**config.mk**
```make
export PLATFORM = sky130hd
export DESIGN_NAME = comma_aligner
export DESIGN_NICKNAME = d
export VERILOG_FILES = /design/src/rtl/comma_align_pkg.sv /design/src/rtl/ca_comma_scan.sv /design/src/rtl/ca_offset_ctrl.sv /design/src/rtl/ca_barrel.sv /design/src/rtl/comma_aligner.sv
export SDC_FILE = /design/constraint.sdc
export NUM_CORES = 1
export LEC_CHECK = 0
export BUFFER_PORTS_ARGS = -buffer_cell sky130_fd_sc_hd__buf_2
export CAP_MARGIN = 20
export CORE_MARGIN = 2
export CORE_UTILIZATION = 55
export CTS_CLUSTER_SIZE = 14
export DETAILED_ROUTE_END_ITERATION = 10
export PLACE_DENSITY = 0.79
export SLEW_MARGIN = 20
export SYNTH_ARGS = -nofsm -noshare
export SYNTH_HDL_FRONTEND = slang
export SYNTH_SLANG_ARGS = --single-unit
export TNS_END_PERCENT = 20
```
**constraint.sdc**
```tcl
create_clock -name clk -period 2.44 [get_ports clk]
set_input_delay 0.244 -clock clk [delete_from_list [all_inputs] [get_ports clk]]
set_output_delay 0.244 -clock clk [all_outputs]
set_load 0.05 [all_outputs]
```
**src/rtl/comma_align_pkg.sv**
```systemverilog
package comma_align_pkg;

  localparam int SYM_W = 10;
  localparam int OFF_W = $clog2(SYM_W);

  // comma codes, vector bit 0 = earliest bit on the wire
  localparam logic [SYM_W-1:0] COMMA_RDN = 10'b0101111100;
  localparam logic [SYM_W-1:0] COMMA_RDP = 10'b1010000011;

  function automatic logic is_comma(input logic [SYM_W-1:0] sym);
    return (sym == COMMA_RDN) || (sym == COMMA_RDP);
  endfunction

endpackage

```
**src/rtl/ca_comma_scan.sv**
```systemverilog
module ca_comma_scan
  import comma_align_pkg::*;
#(
  parameter int WORDS = 2
) (
  input  logic [(WORDS+1)*SYM_W-1:0] win,
  output logic [WORDS*SYM_W-1:0]     pos_hit
);

  localparam int NPOS = WORDS * SYM_W;

  // one comparator pair per candidate start position
  for (genvar j = 0; j < NPOS; j++) begin : g_pos
    assign pos_hit[j] = is_comma(win[j +: SYM_W]);
  end

endmodule

```
**src/rtl/ca_offset_ctrl.sv**
```systemverilog
module ca_offset_ctrl
  import comma_align_pkg::*;
#(
  parameter int WORDS = 2
) (
  input  logic                   clk,
  input  logic                   rst_n,
  input  logic                   step,
  input  logic                   align_en,
  input  logic [WORDS*SYM_W-1:0] pos_hit,
  output logic [OFF_W-1:0]       off_sel
);

  logic [SYM_W-1:0] hit_off;
  logic [OFF_W-1:0] low_off;
  logic [OFF_W-1:0] off_q;

  // fold the hit positions onto the ten bit offsets
  always_comb begin
    hit_off = '0;
    for (int o = 0; o < SYM_W; o++) begin
      for (int m = 0; m < WORDS; m++) begin
        hit_off[o] = hit_off[o] | pos_hit[o + m*SYM_W];
      end
    end
  end

  // lowest offset first: inside one window that is also the earliest comma
  always_comb begin
    low_off = '0;
    for (int o = SYM_W-1; o >= 0; o--) begin
      if (hit_off[o]) low_off = OFF_W'(o);
    end
  end

  assign off_sel = (align_en && (|hit_off)) ? low_off : off_q;

  always_ff @(posedge clk or negedge rst_n) begin
    if (!rst_n)    off_q <= '0;
    else if (step) off_q <= off_sel;
  end

endmodule

```
**src/rtl/ca_barrel.sv**
```systemverilog
module ca_barrel
  import comma_align_pkg::*;
#(
  parameter int WORDS = 2
) (
  input  logic [(WORDS+1)*SYM_W-1:0] win,
  input  logic [WORDS*SYM_W-1:0]     pos_hit,
  input  logic [OFF_W-1:0]           off,
  output logic [WORDS*SYM_W-1:0]     words,
  output logic [WORDS-1:0]           flags
);

  always_comb begin
    words = '0;
    flags = '0;
    for (int o = 0; o < SYM_W; o++) begin
      if (int'(off) == o) begin
        for (int m = 0; m < WORDS; m++) begin
          words[m*SYM_W +: SYM_W] = win[o + m*SYM_W +: SYM_W];
          flags[m]                = pos_hit[o + m*SYM_W];
        end
      end
    end
  end

endmodule

```
**src/rtl/comma_aligner.sv**
```systemverilog
module comma_aligner
  import comma_align_pkg::*;
#(
  parameter int WORDS = 2
) (
  input  logic                   clk,
  input  logic                   rst_n,
  input  logic                   align_en,
  input  logic                   in_valid,
  output logic                   in_ready,
  input  logic [WORDS*SYM_W-1:0] in_data,
  output logic                   out_valid,
  input  logic                   out_ready,
  output logic [WORDS*SYM_W-1:0] out_data,
  output logic [WORDS-1:0]       out_comma
);

  localparam int IN_W  = WORDS * SYM_W;
  localparam int WIN_W = IN_W + SYM_W;

  logic             advance;
  logic             take;
  logic [SYM_W-1:0] tail_q;
  logic [WIN_W-1:0] win_c;
  logic [IN_W-1:0]  hit_c;

  logic             v1_q;
  logic [WIN_W-1:0] win_q;
  logic [IN_W-1:0]  hit_q;

  logic [OFF_W-1:0] off_sel;
  logic [IN_W-1:0]  sh_words;
  logic [WORDS-1:0] sh_flags;

  // whole pipe moves together; it stalls only when the output is held
  assign advance  = !out_valid || out_ready;
  assign in_ready = advance;
  assign take     = in_valid && advance;

  assign win_c = {in_data, tail_q};

  ca_comma_scan #(.WORDS(WORDS)) u_scan (
    .win     (win_c),
    .pos_hit (hit_c)
  );

  // stage 1: joined window and its hit map
  always_ff @(posedge clk or negedge rst_n) begin
    if (!rst_n) begin
      tail_q <= '0;
      v1_q   <= 1'b0;
      win_q  <= '0;
      hit_q  <= '0;
    end else begin
      if (advance) v1_q <= in_valid;
      if (take) begin
        tail_q <= in_data[IN_W-1 -: SYM_W];
        win_q  <= win_c;
        hit_q  <= hit_c;
      end
    end
  end

  ca_offset_ctrl #(.WORDS(WORDS)) u_off (
    .clk      (clk),
    .rst_n    (rst_n),
    .step     (advance && v1_q),
    .align_en (align_en),
    .pos_hit  (hit_q),
    .off_sel  (off_sel)
  );

  ca_barrel #(.WORDS(WORDS)) u_shift (
    .win     (win_q),
    .pos_hit (hit_q),
    .off     (off_sel),
    .words   (sh_words),
    .flags   (sh_flags)
  );

  // stage 2: aligned output register
  always_ff @(posedge clk or negedge rst_n) begin
    if (!rst_n) begin
      out_valid <= 1'b0;
      out_data  <= '0;
      out_comma <= '0;
    end else if (advance) begin
      out_valid <= v1_q;
      if (v1_q) begin
        out_data  <= sh_words;
        out_comma <= sh_flags;
      end else begin
        out_comma <= '0;
      end
    end
  end

endmodule

```
==> qor.yml <==
skew_ns: 0.02129
syn_nets: 775
firstDrtPassIters: 8
synth_edf_count: 0
ys_seq_area_frac: 0.3232
drive_gt1_frac: 0.3352
clk_pin_slew_ns: 0.10
wirelength_mm: 23.44
grt_setup_unrepaired: "true"
ys_ff_latch: 78
dpl.hpwl_mm: 16.56
synth.cell_area_um2: 6040
hold_class: "in2reg"
floorplan.initialDensity: 0.5596
clockRootBuffer: "clkbuf_8"
total_leakage_power_nw: 3.475
antenna_found_initial: 0
layout.nets: 894
antenna_left: 0
synth.distinct_cells: 81
die_h_um: 108.8
tritoncts: "done"
grt.busiest_layer: "met2"
placed_area_um2: 7106
cp.arrival_ns: 3.10
cts_buffers: 9
path_class: "reg2reg"
synth.most_common_cell: "nand2_1"
setup_viol_count_final: 22
slew_headroom: 0.4552
timing.final.ws_setup_ns: -0.3940
required_ns: 2.70
viasPerCell: 6.835
h-tree-depth: 3
violations: "negative setup slack"
met2_usage: 0.6348
async_reset_ff_frac: 1.000
syn_inst: 750
yosys-top-cells-area: "dfrtp_1, nand2_1, mux2_2"
yosysTopAreaCellShare: 0.3232
grt_pass1_vias: 6531
power.density_nw_per_um2: 907.0
outcome: "complete, but fails checks"
port_buffers: 48
fin_area_um2: 7930
core_um2: 10790
place.gp.congestion: 0.9843
synthTopCellsByCount: "nand2_1, dfrtp_1, nor2_1"
die_area_um2: 11840
crit_path_max_fanout: 6
drv_slew: 0
synth_flop_cell: "dfrtp_1"
ir_drop_mv: 0.6316
synth-warning-count: 0
yosys.area.top_type: "dfrtp_1"
period_minus_slack_ns: 2.834
worstMarginPinSlew_ns: 0.8070
use_met1: 0.5224
vias: 6931
wl_per_cell_um: 23.12
grt_max_degree: 48
avgSynthCellArea_um2: 8.053
clock_insertion_delay_worst_skew_ns: 0.39
rows: 38
clock.fmax_mhz: 352.9
endpoint_kind: "register"
p_total_mw: 7.193
hold_ws_ns: 0.04974
io_pins: 49
grt_overflow_total: 0
grt.met3_usage: 0.06396
fin_crit_sh: 1.161
grt_pass1_wl_mm: 35.86
clock_path_buffers: 2
drc: 0
syn2layout_area_growth_pct: 31.30
track_usage: 0.3979
num_antenna_cells: 0
drt_iter0_drc: 761
die_w_um: 108.8
drv_cap: 0
cp-start-kind: "register"
clkSinkCount: 78
finalHoldViolations: 0
[flip-flops by register name, summed over array words and instances (netlist names)]
register	cells
hit_q	20
out_data	20
win_q	20
tail_q	10
u_off.off_q	4
out_comma	2
out_valid	1
v1_q	1
[placed cells by master (no fill, tap or decap), drive strengths merged, types with 6 or more instances in the layout]
master  instances
buf           176
nand2         140
dfrtp          78
nor2           70
o21ai          50
mux2           25
a21oi          22
mux2i          21
nand3          21
nor3           18
a221oi         17
nor4           15
o31ai          14
and2           13
a22oi          11
o211ai         10
and3           10
a31oi          10
nand4           9
nor4b           9
clkbuf          9
inv             9
a32oi           8
or3             7
or4             7
o22ai           6
[timing repair]
action	4_1_cts	5_1_grt
cloned	3	1
hold buffers	1	0
endpoints found under the setup margin	22	23
hold endpoints to repair	44	0
setup buffers	5	4
pin swaps	31	15
gates resized for setup	54	29
[metrics by stage]
stage / util / TNS, ns / cells / setup WS (ns)
after floorplan: - / -1.620 / 750 / -0.1276
after global placement: 0.6584 / -5.027 / 984 / -0.3181
after detailed placement: 0.6584 / -6.087 / 984 / -0.3527
after CTS: 0.7164 / -5.201 / 1009 / -0.2897
after global routing: 0.7348 / -8.834 / 1014 / -0.4724
final: 0.7348 / -6.885 / 1014 / -0.3940
[report_power, final]
group          switching [mW]  internal [mW]
clock                   0.584          0.497
combinational            2.42           1.70
sequential              0.414           1.58
total                    3.42           3.77
[layer usage]
metal / vias to the layer above / share of wire
met2: 438 / 0.46
li1: 3059 / -
met4: 0 / 0.051
met5: - / 0
met3: 109 / 0.090
met1: 3325 / 0.40
[logic make-up (layout without fill, tap and decap cells)]
kind of cell / after synthesis / in the layout / share of synthesized area
AND/OR/NAND/NOR: 347 / 347 / 0.2902
AO/OA/AOI/OAI: 202 / 202 / 0.2480
flip-flops: 78 / 78 / 0.3232
buffers and inverters: 77 / 201 / 0.05718
multiplexers: 46 / 46 / 0.08142
[final cells by class]
class	count	area, um^2
clock buffer	9	123.9
clock inverter	7	92.59
fill	827	2863
inverter	7	26.28
multi-input combinational	595	4160
sequential	78	1952
tap	140	175.2
timing repair buffer	178	1400
[worst paths after layout]
kind | slack (ns) | start | endpoint | cells after the start
min | 0.05 | in_data[19] | tail_q[9] | 3
max reg2reg | -0.39 | hit_q[19] | out_data[6] | 11
min in group asynchronous | 0.39 | rst_n | out_data[5] | 2
min reg2reg | 0.50 | win_q[0] | win_q[0] | 2
max | -0.39 | hit_q[19] | out_data[6] | 11
max in group asynchronous | 1.35 | rst_n | hit_q[5] | 3
[critical path: stages (launching register included)]
cell and delay, ns:
dfrtp_1 0.43, or4_4 0.58, nor3_4 0.26, buf_4 0.16, a21oi_2 0.08, o31ai_4 0.08
buf_12 0.16, buf_8 0.11, buf_16 0.12, mux2_4 0.31, a221oi_2 0.29, o31ai_1 0.15
No activity file was read; power rests on OpenSTA's default activity.
